===== src/rtl/rtc_pkg.sv =====
package rtc_pkg;
  localparam int NFIELD = 7;
  localparam int FW     = 7;
  localparam int AW     = 6;
  localparam int DW     = 16;

  typedef logic [NFIELD-1:0][FW-1:0] cal_t;

  localparam int F_SEC = 0, F_MIN = 1, F_HOUR = 2, F_DOM = 3, F_DOW = 4, F_MON = 5, F_YEAR = 6;

  localparam logic [AW-1:0] A_CTRL  = 6'h00;
  localparam logic [AW-1:0] A_ISTAT = 6'h01;
  localparam logic [AW-1:0] A_IEN   = 6'h02;
  localparam logic [AW-1:0] A_AMASK = 6'h03;
  localparam logic [AW-1:0] A_PEND  = 6'h04;
  localparam logic [AW-1:0] A_TRIG  = 6'h05;
  localparam logic [AW-1:0] A_TIME  = 6'h08;
  localparam logic [AW-1:0] A_ALRM  = 6'h10;

  localparam int B_BUSY = 6, B_EN = 0, B_OS = 2, B_STA = 0, B_PEND = 4;

  function automatic logic [FW-1:0] field_mask(input int idx);
    case (idx)
      F_SEC, F_MIN:  return 7'h3F;
      F_HOUR, F_DOM: return 7'h1F;
      F_DOW:         return 7'h07;
      F_MON:         return 7'h0F;
      default:       return 7'h7F;
    endcase
  endfunction

  function automatic cal_t cal_reset();
    cal_t c;
    c        = '0;
    c[F_DOM] = 7'd1;
    c[F_DOW] = 7'd1;
    c[F_MON] = 7'd1;
    return c;
  endfunction

  function automatic logic [FW-1:0] month_len(input logic [FW-1:0] mon, input logic [FW-1:0] yr);
    case (mon)
      7'd2:                     return (yr[1:0] == 2'b00) ? 7'd29 : 7'd28;
      7'd4, 7'd6, 7'd9, 7'd11:  return 7'd30;
      default:                  return 7'd31;
    endcase
  endfunction
endpackage


===== src/rtl/rtc_calendar.sv =====
module rtc_calendar
  import rtc_pkg::*;
(
  input  logic clk,
  input  logic rst_n,
  input  logic tick,
  input  logic load,
  input  cal_t load_val,
  output cal_t now
);
  cal_t nxt;
  logic last_sec, last_min, last_hour, last_dom;

  always_comb begin
    last_sec  = now[F_SEC]  >= 7'd59;
    last_min  = now[F_MIN]  >= 7'd59;
    last_hour = now[F_HOUR] >= 7'd23;
    last_dom  = now[F_DOM]  >= month_len(now[F_MON], now[F_YEAR]);
    nxt = now;
    if (!last_sec) nxt[F_SEC] = now[F_SEC] + 7'd1;
    else begin
      nxt[F_SEC] = '0;
      if (!last_min) nxt[F_MIN] = now[F_MIN] + 7'd1;
      else begin
        nxt[F_MIN] = '0;
        if (!last_hour) nxt[F_HOUR] = now[F_HOUR] + 7'd1;
        else begin
          nxt[F_HOUR] = '0;
          nxt[F_DOW]  = (now[F_DOW] >= 7'd7) ? 7'd1 : now[F_DOW] + 7'd1;
          if (!last_dom) nxt[F_DOM] = now[F_DOM] + 7'd1;
          else begin
            nxt[F_DOM] = 7'd1;
            if (now[F_MON] >= 7'd12) begin
              nxt[F_MON]  = 7'd1;
              nxt[F_YEAR] = now[F_YEAR] + 7'd1;
            end else begin
              nxt[F_MON] = now[F_MON] + 7'd1;
            end
          end
        end
      end
    end
  end

  always_ff @(posedge clk) begin
    if (!rst_n)    now <= cal_reset();
    else if (load) now <= load_val;
    else if (tick) now <= nxt;
  end

  p_sec_wrap_r5: assert property (@(posedge clk) disable iff (!rst_n)
    tick && !load && now[F_SEC] == 7'd59 |=> now[F_SEC] == 7'd0);
  p_dom_wrap_r6: assert property (@(posedge clk) disable iff (!rst_n)
    tick && !load && now[F_SEC] == 7'd59 && now[F_MIN] == 7'd59 && now[F_HOUR] == 7'd23
    && now[F_DOM] == month_len(now[F_MON], now[F_YEAR]) |=> now[F_DOM] == 7'd1);
  p_hold_r2: assert property (@(posedge clk) disable iff (!rst_n)
    !tick && !load |=> $stable(now));
endmodule


===== src/rtl/rtc_commit_timer.sv =====
module rtc_commit_timer #(
  parameter int COMMIT_CYC = 4
) (
  input  logic clk,
  input  logic rst_n,
  input  logic start,
  output logic busy,
  output logic done
);
  localparam int CW = (COMMIT_CYC > 1) ? $clog2(COMMIT_CYC) : 1;
  logic [CW-1:0] cnt;

  assign done = busy && (cnt == '0);

  always_ff @(posedge clk) begin
    if (!rst_n) begin
      busy <= 1'b0;
      cnt  <= '0;
    end else if (!busy) begin
      if (start) begin
        busy <= 1'b1;
        cnt  <= CW'(COMMIT_CYC - 1);
      end
    end else if (cnt == '0) begin
      busy <= 1'b0;
    end else begin
      cnt <= cnt - 1'b1;
    end
  end

  p_busy_start_r3: assert property (@(posedge clk) disable iff (!rst_n)
    start && !busy |=> busy);
  p_done_ends_r3: assert property (@(posedge clk) disable iff (!rst_n)
    done |=> !busy);
endmodule


===== src/rtl/rtc_alarm_cmp.sv =====
module rtc_alarm_cmp
  import rtc_pkg::*;
(
  input  logic              clk,
  input  logic              rst_n,
  input  logic              tick,
  input  cal_t              now,
  input  cal_t              alarm,
  input  logic [NFIELD-1:0] mask,
  input  logic              en,
  output logic              hit
);
  logic              eval_q;
  logic [NFIELD-1:0] fld_ok;

  for (genvar i = 0; i < NFIELD; i++) begin : g_cmp
    assign fld_ok[i] = mask[i] || (now[i] == alarm[i]);
  end

  always_ff @(posedge clk) begin
    if (!rst_n) eval_q <= 1'b0;
    else        eval_q <= tick;
  end

  assign hit = eval_q && en && (&fld_ok);

  p_hit_after_tick_r7: assert property (@(posedge clk) disable iff (!rst_n)
    hit |-> $past(tick));
endmodule


===== src/rtl/rtc_shadow_core.sv =====
module rtc_shadow_core
  import rtc_pkg::*;
#(
  parameter int COMMIT_CYC = 4
) (
  input  logic          clk,
  input  logic          rst_n,
  input  logic          tick_1hz,
  input  logic          reg_wr,
  input  logic [AW-1:0] reg_addr,
  input  logic [DW-1:0] reg_wdata,
  output logic [DW-1:0] reg_rdata,
  output logic          alarm_irq
);
  cal_t              sh_time, sh_alrm, lv_alrm, now;
  logic [NFIELD-1:0] sh_mask, lv_mask;
  logic              sh_en, sh_os, lv_en, lv_os;
  logic              d_time, d_alrm, d_ien;
  logic              irq_sta, pend;
  logic              busy, done, hit, start;
  logic              wr_time, wr_alrm, wr_ien, wr_mask;

  always_comb begin
    wr_time = 1'b0;
    wr_alrm = 1'b0;
    for (int i = 0; i < NFIELD; i++) begin
      if (reg_wr && reg_addr == A_TIME + AW'(i)) wr_time = 1'b1;
      if (reg_wr && reg_addr == A_ALRM + AW'(i)) wr_alrm = 1'b1;
    end
  end
  assign wr_ien  = reg_wr && reg_addr == A_IEN;
  assign wr_mask = reg_wr && reg_addr == A_AMASK;
  assign start   = reg_wr && reg_addr == A_TRIG && reg_wdata[0];

  rtc_commit_timer #(.COMMIT_CYC(COMMIT_CYC)) u_commit (
    .clk(clk), .rst_n(rst_n), .start(start), .busy(busy), .done(done)
  );

  rtc_calendar u_cal (
    .clk(clk), .rst_n(rst_n), .tick(tick_1hz),
    .load(done && d_time), .load_val(sh_time), .now(now)
  );

  rtc_alarm_cmp u_alarm (
    .clk(clk), .rst_n(rst_n), .tick(tick_1hz), .now(now),
    .alarm(lv_alrm), .mask(lv_mask), .en(lv_en), .hit(hit)
  );

  // shadow registers and dirty flags
  always_ff @(posedge clk) begin
    if (!rst_n) begin
      sh_time <= cal_reset();
      sh_alrm <= cal_reset();
      sh_mask <= '0;
      sh_en   <= 1'b0;
      sh_os   <= 1'b0;
      d_time  <= 1'b0;
      d_alrm  <= 1'b0;
      d_ien   <= 1'b0;
    end else begin
      for (int i = 0; i < NFIELD; i++) begin
        if (reg_wr && reg_addr == A_TIME + AW'(i)) sh_time[i] <= reg_wdata[FW-1:0] & field_mask(i);
        if (reg_wr && reg_addr == A_ALRM + AW'(i)) sh_alrm[i] <= reg_wdata[FW-1:0] & field_mask(i);
      end
      if (wr_mask) sh_mask <= reg_wdata[NFIELD-1:0];
      if (wr_ien) begin
        sh_en <= reg_wdata[B_EN];
        sh_os <= reg_wdata[B_OS];
      end
      d_time <= (d_time && !done) || wr_time;
      d_alrm <= (d_alrm && !done) || wr_alrm || wr_mask;
      d_ien  <= (d_ien  && !done) || wr_ien;
    end
  end

  // live alarm state, status and pending
  always_ff @(posedge clk) begin
    if (!rst_n) begin
      lv_alrm <= cal_reset();
      lv_mask <= '0;
      lv_en   <= 1'b0;
      lv_os   <= 1'b0;
      irq_sta <= 1'b0;
      pend    <= 1'b0;
    end else begin
      if (done && d_alrm) begin
        lv_alrm <= sh_alrm;
        lv_mask <= sh_mask;
      end
      if (done && d_ien) begin
        lv_en <= sh_en;
        lv_os <= sh_os;
      end else if (hit && lv_os) begin
        lv_en <= 1'b0;
      end
      if (hit) irq_sta <= 1'b1;
      else if (reg_wr && reg_addr == A_ISTAT && reg_wdata[B_STA]) irq_sta <= 1'b0;
      if (hit) pend <= 1'b1;
      else if (reg_wr && reg_addr == A_PEND && reg_wdata[B_PEND]) pend <= 1'b0;
    end
  end

  always_comb begin
    reg_rdata = '0;
    case (reg_addr)
      A_CTRL:  reg_rdata[B_BUSY] = busy;
      A_ISTAT: reg_rdata[B_STA]  = irq_sta;
      A_IEN:   begin reg_rdata[B_EN] = lv_en; reg_rdata[B_OS] = lv_os; end
      A_AMASK: reg_rdata[NFIELD-1:0] = lv_mask;
      A_PEND:  reg_rdata[B_PEND] = pend;
      default: ;
    endcase
    for (int i = 0; i < NFIELD; i++) begin
      if (reg_addr == A_TIME + AW'(i)) reg_rdata[FW-1:0] = now[i];
      if (reg_addr == A_ALRM + AW'(i)) reg_rdata[FW-1:0] = lv_alrm[i];
    end
  end

  assign alarm_irq = irq_sta;

  p_irq_hold_r7: assert property (@(posedge clk) disable iff (!rst_n)
    alarm_irq && !(reg_wr && reg_addr == A_ISTAT && reg_wdata[B_STA]) |=> alarm_irq);
  p_oneshot_r9: assert property (@(posedge clk) disable iff (!rst_n)
    hit && lv_os && !(done && d_ien) |=> !lv_en);
  p_pend_set_r10: assert property (@(posedge clk) disable iff (!rst_n)
    hit |=> pend);
  p_en_shadowed_r2: assert property (@(posedge clk) disable iff (!rst_n)
    wr_ien && !done && !hit |=> $stable(lv_en));
  p_sta_cause_r11: assert property (@(posedge clk) disable iff (!rst_n)
    $rose(irq_sta) |-> $past(hit));
endmodule


===== config.mk =====
export PLATFORM = sky130hd
export DESIGN_NAME = rtc_shadow_core
export DESIGN_NICKNAME = d
export VERILOG_FILES = /design/src/rtl/rtc_pkg.sv /design/src/rtl/rtc_calendar.sv /design/src/rtl/rtc_commit_timer.sv /design/src/rtl/rtc_alarm_cmp.sv /design/src/rtl/rtc_shadow_core.sv
export SDC_FILE = /design/constraint.sdc
export NUM_CORES = 1
export LEC_CHECK = 0
export ABC_AREA = 0
export BUFFER_PORTS_ARGS = -buffer_cell sky130_fd_sc_hd__buf_2
export CAP_MARGIN = 20
export CORE_MARGIN = 2
export CORE_UTILIZATION = 50
export CTS_CLUSTER_SIZE = 20
export DETAILED_ROUTE_END_ITERATION = 12
export GPL_ROUTABILITY_DRIVEN = 0
export PLACE_DENSITY_LB_ADDON = 0.08
export SKIP_LAST_GASP = 1
export SLEW_MARGIN = 15
export SYNTH_ARGS = -nofsm -noshare
export SYNTH_HDL_FRONTEND = slang
export SYNTH_HIERARCHICAL = 1
export SYNTH_SLANG_ARGS = --single-unit

===== constraint.sdc =====
create_clock -name clk -period 3.56 [get_ports clk]
set_input_delay 0.356 -clock clk [delete_from_list [all_inputs] [get_ports clk]]
set_output_delay 0.356 -clock clk [all_outputs]
set_load 0.005 [all_outputs]

# == Word-level counts from Yosys, hierarchy flattened ==
# Cells that the tools add are included.
# op_classes
n_div,0
shift,0
n_reduce_logical,65
n_addsub,8
eq_ne,32
n_mul,0
n_lt_le_gt_ge,6
n_bitwise,14
mux,90
# op_table
op,count
7-bit two-way mux,49
7-bit bitwise AND,14
49-bit two-way mux,2
"7-bit by 1-bit adder with 7-bit output, second input constant",7
7-bit == test,7
"6-bit by 4-bit == test with 1-bit output, second input constant",7
"6-bit by 5-bit == test with 1-bit output, second input constant",7
42-bit two-way mux,1
35-bit two-way mux,1
1-bit logical AND,32
28-bit two-way mux,1
1-bit two-way mux,27
2-bit nonzero test,10
"7-bit by 3-bit == test with 1-bit output, second input constant",2
"7-bit by 4-bit == test with 1-bit output, second input constant",2
"7-bit by 6-bit >= comparator with 1-bit output, second input constant",2
14-bit two-way mux,1
7-bit case mux with 2 select lines,1
"6-bit by 2-bit == test with 1-bit output, second input constant",2
"6-bit by 3-bit == test with 1-bit output, second input constant",2
1-bit logical OR,11
"7-bit by 2-bit == test with 1-bit output, second input constant",1
"7-bit by 3-bit >= comparator with 1-bit output, second input constant",1
"7-bit by 4-bit >= comparator with 1-bit output, second input constant",1
other kinds (18),24
# word_totals
memories,0
romBits,0
out_inout_bits,17
latchBits,0
reg_bits,223
ram_bits,0

# == Longest topological paths before layout ==
# Gate-level depths: netlist of the first run.
# depth
depth_word,16
ltp_mapped,12
ltp_nobuf,11

# == Modules after synthesis ==
# Netlist of the first run, hierarchy kept.
# by_module_without_submodules
module,cells_each,instances,area_each_um2,seq_area_each_um2
rtc_shadow_core,784,1,6211.0,2622.5
rtc_calendar,338,1,2756.4,980.9
rtc_alarm_cmp,70,1,581.8,20.0
rtc_commit_timer,14,1,138.9,60.1

# == Worst setup path after synthesis of the first run ==
# OpenSTA, ideal clock, no wires.
# synth_timing
path_type,flip-flop to flip-flop
startpoint,register u_commit.cnt[0]
endpoint,register u_cal/now[43] in the netlist's numbering
required_time_ps,3474
synth_period_minus_slack_ps,2371
path_stages_with_launch,13
setup_slack_ps,1189
t_arrival_ps,2285
cell_sequence,dfxtp_1 inv_1 ha_1 and2_4 clkbuf_1 and2_1 clkbuf_1 a21oi_1 o21a_1 buf_6 nor3_4 nand3_4 a221oi_2
# synth_between
elab_chain_len,5
# synth_lines
element,line_no,rtl
from (decl),rtc_commit_timer.sv:11,logic [CW-1:0] cnt;
from (signal assigned),rtc_commit_timer.sv:22,cnt <= CW'(COMMIT_CYC - 1);
from (signal assigned),rtc_commit_timer.sv:27,cnt <= cnt - 1'b1;
2-bit zero test *,rtc_commit_timer.sv:13,assign done = busy && (cnt == '0);
1-bit logical AND *,rtc_commit_timer.sv:13,
named net done,rtc_shadow_core.sv:20,"logic busy, done, hit, start;"
1-bit logical AND *,rtc_shadow_core.sv:41,".load(done && d_time), .load_val(sh_time), .now(now)"
2-bit nonzero test (no source line),--,
6-bit AND reduction (no source line),--,
to (signal assigned),rtc_calendar.sv:46,if (!rst_n) now <= cal_reset();
to (signal assigned),rtc_calendar.sv:47,else if (load) now <= load_val;
to (signal assigned),rtc_calendar.sv:48,else if (tick) now <= nxt;
to (decl),rtc_calendar.sv:9,output cal_t now
# The timed path passes the listed nets; every way through them passes the cells marked *.
# A chain may end at the register's enable or synchronous reset.

# == Worst setup path after layout of the first run ==
# layout_timing
startpoint,input reg_addr[4]
endpoint,output reg_rdata[4]
# layout_between
elab_chain_len,16
# layout_lines
element,line_no,rtl
from (decl),rtc_shadow_core.sv:10,"input logic [AW-1:0] reg_addr,"
6-bit by 3-bit == test with 1-bit output or 6-bit by 2-bit == test with 1-bit output (tied branches),rtc_shadow_core.sv:105,case (reg_addr)
1-bit case mux with 2 select lines,rtc_shadow_core.sv:105,
7-bit two-way mux,rtc_shadow_core.sv:114,if (reg_addr == A_TIME + AW'(i)) reg_rdata[FW-1:0] = now[i];
7-bit two-way mux,rtc_shadow_core.sv:115,if (reg_addr == A_ALRM + AW'(i)) reg_rdata[FW-1:0] = lv_alrm[i];
7-bit two-way mux,rtc_shadow_core.sv:114,
7-bit two-way mux,rtc_shadow_core.sv:115,
7-bit two-way mux,rtc_shadow_core.sv:114,
7-bit two-way mux,rtc_shadow_core.sv:115,
7-bit two-way mux,rtc_shadow_core.sv:114,
7-bit two-way mux,rtc_shadow_core.sv:115,
7-bit two-way mux,rtc_shadow_core.sv:114,
7-bit two-way mux,rtc_shadow_core.sv:115,
7-bit two-way mux,rtc_shadow_core.sv:114,
7-bit two-way mux,rtc_shadow_core.sv:115,
7-bit two-way mux,rtc_shadow_core.sv:114,
7-bit two-way mux *,rtc_shadow_core.sv:115,
to (decl),rtc_shadow_core.sv:12,"output logic [DW-1:0] reg_rdata,"
# Every way passes the cells marked *; elsewhere a longest branch is shown, timed or not.

==> results of run 1 <==
==> final cells by class <==
| type | count | area, um^2 | area share (%) |
|---|---|---|---|
| multi-input cells | 940 | 5620 | 52.9 |
| flip-flops and latches | 184 | 3680 | 34.7 |
| clock buffers | 18 | 439 | 4.13 |
| repair buffers | 52 | 350 | 3.30 |
| well taps | 260 | 325 | 3.06 |
| clock inverters | 14 | 129 | 1.21 |
| inverters | 20 | 75.1 | 0.707 |
| diodes | 1 | 2.50 | 0.0236 |
==> cells by family (layout without fill, tap and decap cells) <==
logic type,after synthesis,in the layout,share of synthesized area [%]
other,1,36,0.0387
AO/OA/AOI/OAI,329,329,24.9
XOR/XNOR,51,51,4.61
adder cells (fa/ha/maj),14,14,1.81
AND/OR/NAND/NOR,508,508,25.0
multiplexers,3,3,0.323
buffers and inverters,116,104,5.32
flip-flops,184,184,38.0
==> per-stage QoR <==
stage	std cells	hold WS [ns]	total power [mW]	utilization, %
2_1_floorplan	1240	0.435	2.27	-
3_3_place_gp	1455	0.445	2.34	53.2
3_5_place_dp	1455	0.451	2.34	53.2
4_1_cts	1487	0.211	4.17	56.3
5_1_grt	1488	0.209	4.29	56.4
6_report	1489	0.218	4.16	56.4
==> per-layer routing <==
layer  vias up  global-route usage (%)  routed length, um
li1       4298                       -                  -
met1      4315                    41.5              13800
met2       331                    43.3              12800
met3        63                    4.73               1740
met4         2                    10.1                768
met5         -                       0                 11
==> worst reg2reg max path: cells and delay by family (launching register included) <==
kind,cells,cell delay (ns)
AND/OR/NAND/NOR,3,1.08
AO/OA/AOI/OAI,4,0.68
buffers and inverters,2,0.49
flip-flops,1,0.33
adder cells (fa/ha/maj),1,0.17
==> cells in the final DEF (no fill, tap or decap), types with 10 or more instances in the layout <==
cell type	instances
a211oi_1	10
a21boi_0	116
a21oi_1	29
a221oi_1	11
a22oi_1	29
and3_1	11
buf_2	23
buf_4	28
clkbuf_16	18
conb_1	35
dfxtp_1	184
ha_1	14
inv_1	20
nand2_1	227
nand3_1	109
nand4_1	16
nor2_1	62
nor2b_1	11
nor3_1	15
o21a_1	10
o21ai_0	33
o22ai_1	10
xnor2_1	30
xor2_1	21
==> flip-flops by register name, indices dropped and copies added (netlist names), 2 cells and up <==
register      count
lv_alrm          36
lv_mask           7
sh_alrm          36
sh_mask           7
sh_time          36
u_cal/now        49
u_commit/cnt      2
==> how the worst max path moves through the flow <==
stage / from / endpoint / slack (ns) / cells after the start
after floorplan: u_commit/cnt[0] / u_cal/now[43] / 1.19 / 12
after global placement: reg_addr[3] / reg_rdata[4] / 0.68 / 10
after detailed placement: u_commit/cnt[0] / u_cal/now[45] / 0.69 / 10
after CTS: u_commit/cnt[0] / u_cal/now[45] / 0.68 / 10
after global routing: u_cal/now[35] / u_cal/now[42] / 0.44 / 11
final: reg_addr[4] / reg_rdata[4] / 0.65 / 8
==> report_power, final <==
group          internal [mW]  switching [mW]  total [mW]  leakage (nW)
logic                 0.0733           0.154       0.228          1.96
clock network          0.943           0.915        1.86         0.271
registers               2.06         0.00709        2.07          1.48
total                   3.08            1.08        4.16          3.71
==> impl_metrics.yaml, run 1 <==
sta:
  setup_viol: 0
  worst_slack_ns: 0.650
  period_needed_ns: 2.91
  slew_headroom_pct: 45.9
  skew_ns: 0.0119
  fin_setup_tns_ns: 0
  final_hold_viol_count: 0
  max_freq_mhz: 344
  worst_slew_pin_slew_ns: 0.805
  min_period_over_period_pct: 81.7
  rsz0062_at_grt: "no"
  slew_violations: 0
synthesis:
  mappedNetlistArea_um2: 9690
  synth-seq-area-share_pct: 38.0
  synthTopCellsByCount: "227 x nand2_1, 184 x dfxtp_1, 116 x a21boi_0"
  yosys.area.top_type: "dfxtp_1"
  synth_ff_type: "dfxtp_1"
  yosys_register_bits: 184
  synth_area_leaders: "dfxtp_1 38%, a21boi_0 9.0%, nand2_1 8.8%"
  synth.avg_cell_area_um2: 8.03
  async_flop_share_pct: 0
  synth_top_area_share_pct: 38.0
  ys_warn_count: 6
  postSynthCellCount: 1206
  synth.most_common_cell: "nand2_1"
  synth.distinct_cells: 81
  synth_edf_count: 0
worst_setup_path:
  worst-setup-path-type: "primary input to output pin"
  timing.critical_path.max_delay_family: "simple AND/OR/NAND/NOR gates"
  cp_common_cell: "buf_2"
  r2r_setup_slack_ns: 0.69
  reg2reg_from: "u_commit/cnt[0]"
  ff2ff_path_depth: 10
  end_kind: "output pin"
  crit_arrival_ns: 2.55
  crit_chain: "buf_2 > or4_1 > nor2_1 > a211oi_1 > o221ai_1 > a221oi_1 > o21ai_1 > buf_2"
  slowest_stage: "or4_1"
  worstPathMaxFanout: 15
  start_kind: "primary input"
  path_buf_inv: 2
  cpPeakStageDelay_ns: 0.59
  r2r_end: "u_cal/now[45]"
  cp.required_ns: 3.20
clock_tree:
  clock-sinks: 184
  cts_resized: 0
  cts_buffers: 17
  cts_hold_buf: 0
  clk-insertion-delay-late_ns: 0.44
  clkTransAtPathRegs_ns: 0.07
  root_buffer: "clkbuf_16"
  clock_path_buffers: 2
  cts_tree: "built"
  post_cts_buffers: 0
  htreeDepth: 4
die:
  die_w_um: 143
  die_area_um2: 20500
  die_h_um: 143
  io_pins: 43
  core_um2: 18800
  initial_utilization_pct: 51.4
  fp-row-count: 50
route:
  drt_iter0_drc: 873
  routedWlPerCell_um: 19.6
  wl_mm: 29.1
  antenna_left: 0
  vias: 9009
  route.detailed.drc: 0
  drt_first_pass_iters: 5
  via_per_inst: 6.05
global_routing:
  grt_pass1_wl_mm: 45.2
  grt_max_degree: 91
  antenna_found_initial: 2
  grt_pass1_vias: 7947
  grt_overflow: 0
  grt_usage_pct: 28.8
pwr:
  ir_drop_uv: 331
  power_density_nw_per_um2: 391
  p_leak_nw: 3.71
placement:
  io_buffers: 24
  pre_cts_slack_ns: 0.695
  place_area_um2: 10000
  dp_hpwl_mm: 19.7
flow_run:
  drv_cap: 0
worst_hold_path:
  hold_end: "sh_time[48]"
  hp-class: "primary input to register"
  worstHoldStart: "reg_wdata[6]"
  worstHoldPathCells: 3
outcome:
  status: "completed"
final_layout:
  fill_cells: 1769
  drive_above_1_share_pct: 8.47
  fin_area_um2: 10600
  area_growth_pct: 9.65
  nets: 1255
No activity file was read; power rests on OpenSTA's default activity.
==> inputs of run 2 (changes only) <==
Settings changed: ABC_AREA 0 to 1.
Clock period 3.56 ns to 2.85 ns, I/O delays scaled along.
==> run 2 against run 1 <==
Compared with the run above:
- wire length shrank 3.9%
- global-route usage shrank 0.77 points
- sequential power grew 25%
- via count grew 4.7%
- hold slack lost 0.14 ns
- register-to-register slack lost 0.34 ns
- setup slack lost 0.30 ns
- critical path depth grew 6
- power grew 26%
- synthesized cell count grew 26%
- die area grew 1.2%
- critical path type is now register to register
- critical endpoint is now u_cal/now[38]
- largest power group unchanged
==> impl_metrics.yaml, run 2 <==
outcome:
  status: "completed"
sta:
  min_period_over_period_pct: 87.7
  setup_viol: 0
  fin_setup_tns_ns: 0
  skew_ns: 0.0130
  worst_slew_pin_slew_ns: 0.857
  rsz0062_at_grt: "no"
  final_hold_viol_count: 0
  period_needed_ns: 2.50
  max_freq_mhz: 400
  slew_violations: 0
  slew_headroom_pct: 42.8
route:
  wl_mm: 28.0
  route.detailed.drc: 0
  routedWlPerCell_um: 15.2
  via_per_inst: 5.13
  vias: 9429
  drt_first_pass_iters: 6
  antenna_left: 0
  drt_iter0_drc: 783
clock_tree:
  clock-sinks: 184
  clkTransAtPathRegs_ns: 0.08
  cts_hold_buf: 0
  post_cts_buffers: 0
  cts_resized: 0
  clock_path_buffers: 2
  cts_buffers: 17
  clk-insertion-delay-late_ns: 0.44
  htreeDepth: 4
  root_buffer: "clkbuf_16"
  cts_tree: "built"
final_layout:
  area_growth_pct: 11.1
  drive_above_1_share_pct: 9.85
  nets: 1601
  largest_register: "u_cal/now"
  fin_area_um2: 10900
  final_common_cell: "nand2_1"
  fill_cells: 1939
  mostFrequentLayoutCells: "400 x nand2_1, 274 x nor2_1, 184 x dfxtp_1"
  largest_reg_flops: 49
  diodes: 0
synthesis:
  synth_ff_type: "dfxtp_1"
  synth_top_area_share_pct: 37.6
  ys_warn_count: 6
  synthTopCellsByCount: "400 x nand2_1, 274 x nor2_1, 184 x dfxtp_1"
  postSynthCellCount: 1515
  yosys.area.top_type: "dfxtp_1"
  synth.distinct_cells: 52
  mappedNetlistArea_um2: 9810
  synth_edf_count: 0
  synth.most_common_cell: "nand2_1"
  synth.avg_cell_area_um2: 6.47
  yosys_register_bits: 184
  async_flop_share_pct: 0
  synth-seq-area-share_pct: 37.6
  synth_area_leaders: "dfxtp_1 38%, nand2_1 15%, nor2_1 10%"
die:
  core_um2: 19300
  die_w_um: 144
  io_pins: 43
  die_h_um: 144
  initial_utilization_pct: 50.7
  fp-row-count: 51
  die_area_um2: 20800
placement:
  dp_hpwl_mm: 19.9
  place_area_um2: 10300
  io_buffers: 24
pwr:
  p_seq_share_pct: 49.4
  power_density_nw_per_um2: 481
  internal_power_mw: 3.83
  combPwrFrac_pct: 5.0
  ir_drop_uv: 449
  switching_share_pct: 26.9
  p_leak_nw: 4.75
  p_clk_share_pct: 45.6
  p_sw_mw: 1.41
worst_setup_path:
  path_buf_inv: 2
  crit_chain: "inv_1 > ha_1 > o2111ai_1 > o211ai_1 > inv_1 > ha_1 > nand2_1 > nand3_1 > nand2_1 > nand2_1 > nand3_2 > nand2_1 > nand2_1 > nor2_1"
  crit_arrival_ns: 2.84
  r2r_setup_slack_ns: 0.35
  worstPathMaxFanout: 9
  timing.critical_path.max_delay_family: "simple AND/OR/NAND/NOR gates"
  cp_common_cell: "nand2_1"
  ff2ff_path_depth: 14
  reg2reg_from: "u_cal/now[35]"
  r2r_end: "u_cal/now[38]"
  cp-startpoint: "u_cal/now[35]"
  cp.required_ns: 3.19
  start_kind: "register"
  worst-setup-path-type: "register to register"
  end_kind: "register"
  slowest_stage: "dfxtp_1"
  cpPeakStageDelay_ns: 0.55
flow_run:
  drv_cap: 0
global_routing:
  grt_overflow: 0
  antenna_found_initial: 0
  grt_pass1_vias: 8400
  grt_usage_pct: 28.0
  grt_pass1_wl_mm: 44.5
  grt_max_degree: 57
worst_hold_path:
  hold_end: "u_alarm/eval_q"
  worstHoldPathCells: 3
  hp-class: "primary input to register"
  worstHoldStart: "tick_1hz"
[run 2: changes by cell type after synthesis, sizes merged, moves of 26 or more]
cell	delta
nor2	+240
nand2	+187
inv	+152
a21boi	-117
o21ai	+89
a21oi	+59
nand3	-42
clkbuf	-31
a22oi	-26
[run 2: power by group through the flow]
stage	clock network (mW)	logic (mW)	registers, mW
final	2.39	0.261	2.59
after floorplan	0	0.171	2.65
after global routing	2.53	0.288	2.59
after detailed placement	0	0.258	2.65
after global placement	0	0.257	2.65
after CTS	2.43	0.258	2.59
[run 2: how the worst max path moves through the flow]
| stage | endpoint | slack (ns) | depth (start not counted) |
|---|---|---|---|
| floorplan | u_cal/now[38] | 0.81 | 14 |
| global placement | reg_rdata[3] | 0.43 | 15 |
| detailed placement | u_cal/now[38] | 0.39 | 14 |
| CTS | u_cal/now[38] | 0.36 | 14 |
| global route | u_cal/now[46] | 0.16 | 13 |
| finish | u_cal/now[38] | 0.35 | 14 |
[run 2: worst reg2reg max path, delay by kind of cell (launching register included)]
family / cells / cell delay (ns)
adder cells (fa/ha/maj): 2 / 0.44
buffers and inverters: 2 / 0.19
AND/OR/NAND/NOR: 8 / 0.94
flip-flops: 1 / 0.55
AO/OA/AOI/OAI: 2 / 0.30
[run 2: cell type report]
class	count	area (um^2)	share of cell area, %
tap	265	332	3.04
timing repair buffer	41	275	2.53
sequential	184	3680	33.8
clock buffer	17	425	3.90
inverter	173	652	5.98
multi-input combinational	1144	5360	49.2
clock inverter	15	173	1.58
[run 2: kinds of logic (layout without fill, tap and decap cells)]
group / after synthesis / in the layout / synth area share [%]
and+or+nand+nor: 822 / 822 / 35.8
DFF: 184 / 184 / 37.6
buffers and inverters: 228 / 246 / 9.39
AOI/OAI and AO/OA: 244 / 244 / 13.4
other: 1 / 42 / 0.0382
xor gates and xnor gates: 22 / 22 / 1.96
adders and majority gates: 14 / 14 / 1.79
[run 2: per-stage QoR]
step / setup slack [ns] / hold WS [ns] / instances / total power, mW / utilization (%)
floorplan: 0.812 / 0.378 / 1556 / 2.82 / -
global route: 0.158 / 0.116 / 1839 / 5.41 / 56.4
CTS: 0.363 / 0.0664 / 1839 / 5.28 / 56.4
detailed placement: 0.393 / 0.444 / 1807 / 2.91 / 53.3
global placement: 0.427 / 0.438 / 1807 / 2.91 / 53.3
finish: 0.352 / 0.0812 / 1839 / 5.24 / 56.4
[run 2: routing by layer]
layer  vias up  routed length (um)  track usage [%]  part of all wire, %
met5         -                   0                0                    0
met4         0                 404             6.50                  1.4
met2       230               12400             43.9                   44
met1      4348               13600             40.3                   49
met3        30                1520             4.80                  5.4
li1       4821                   -                -                    -
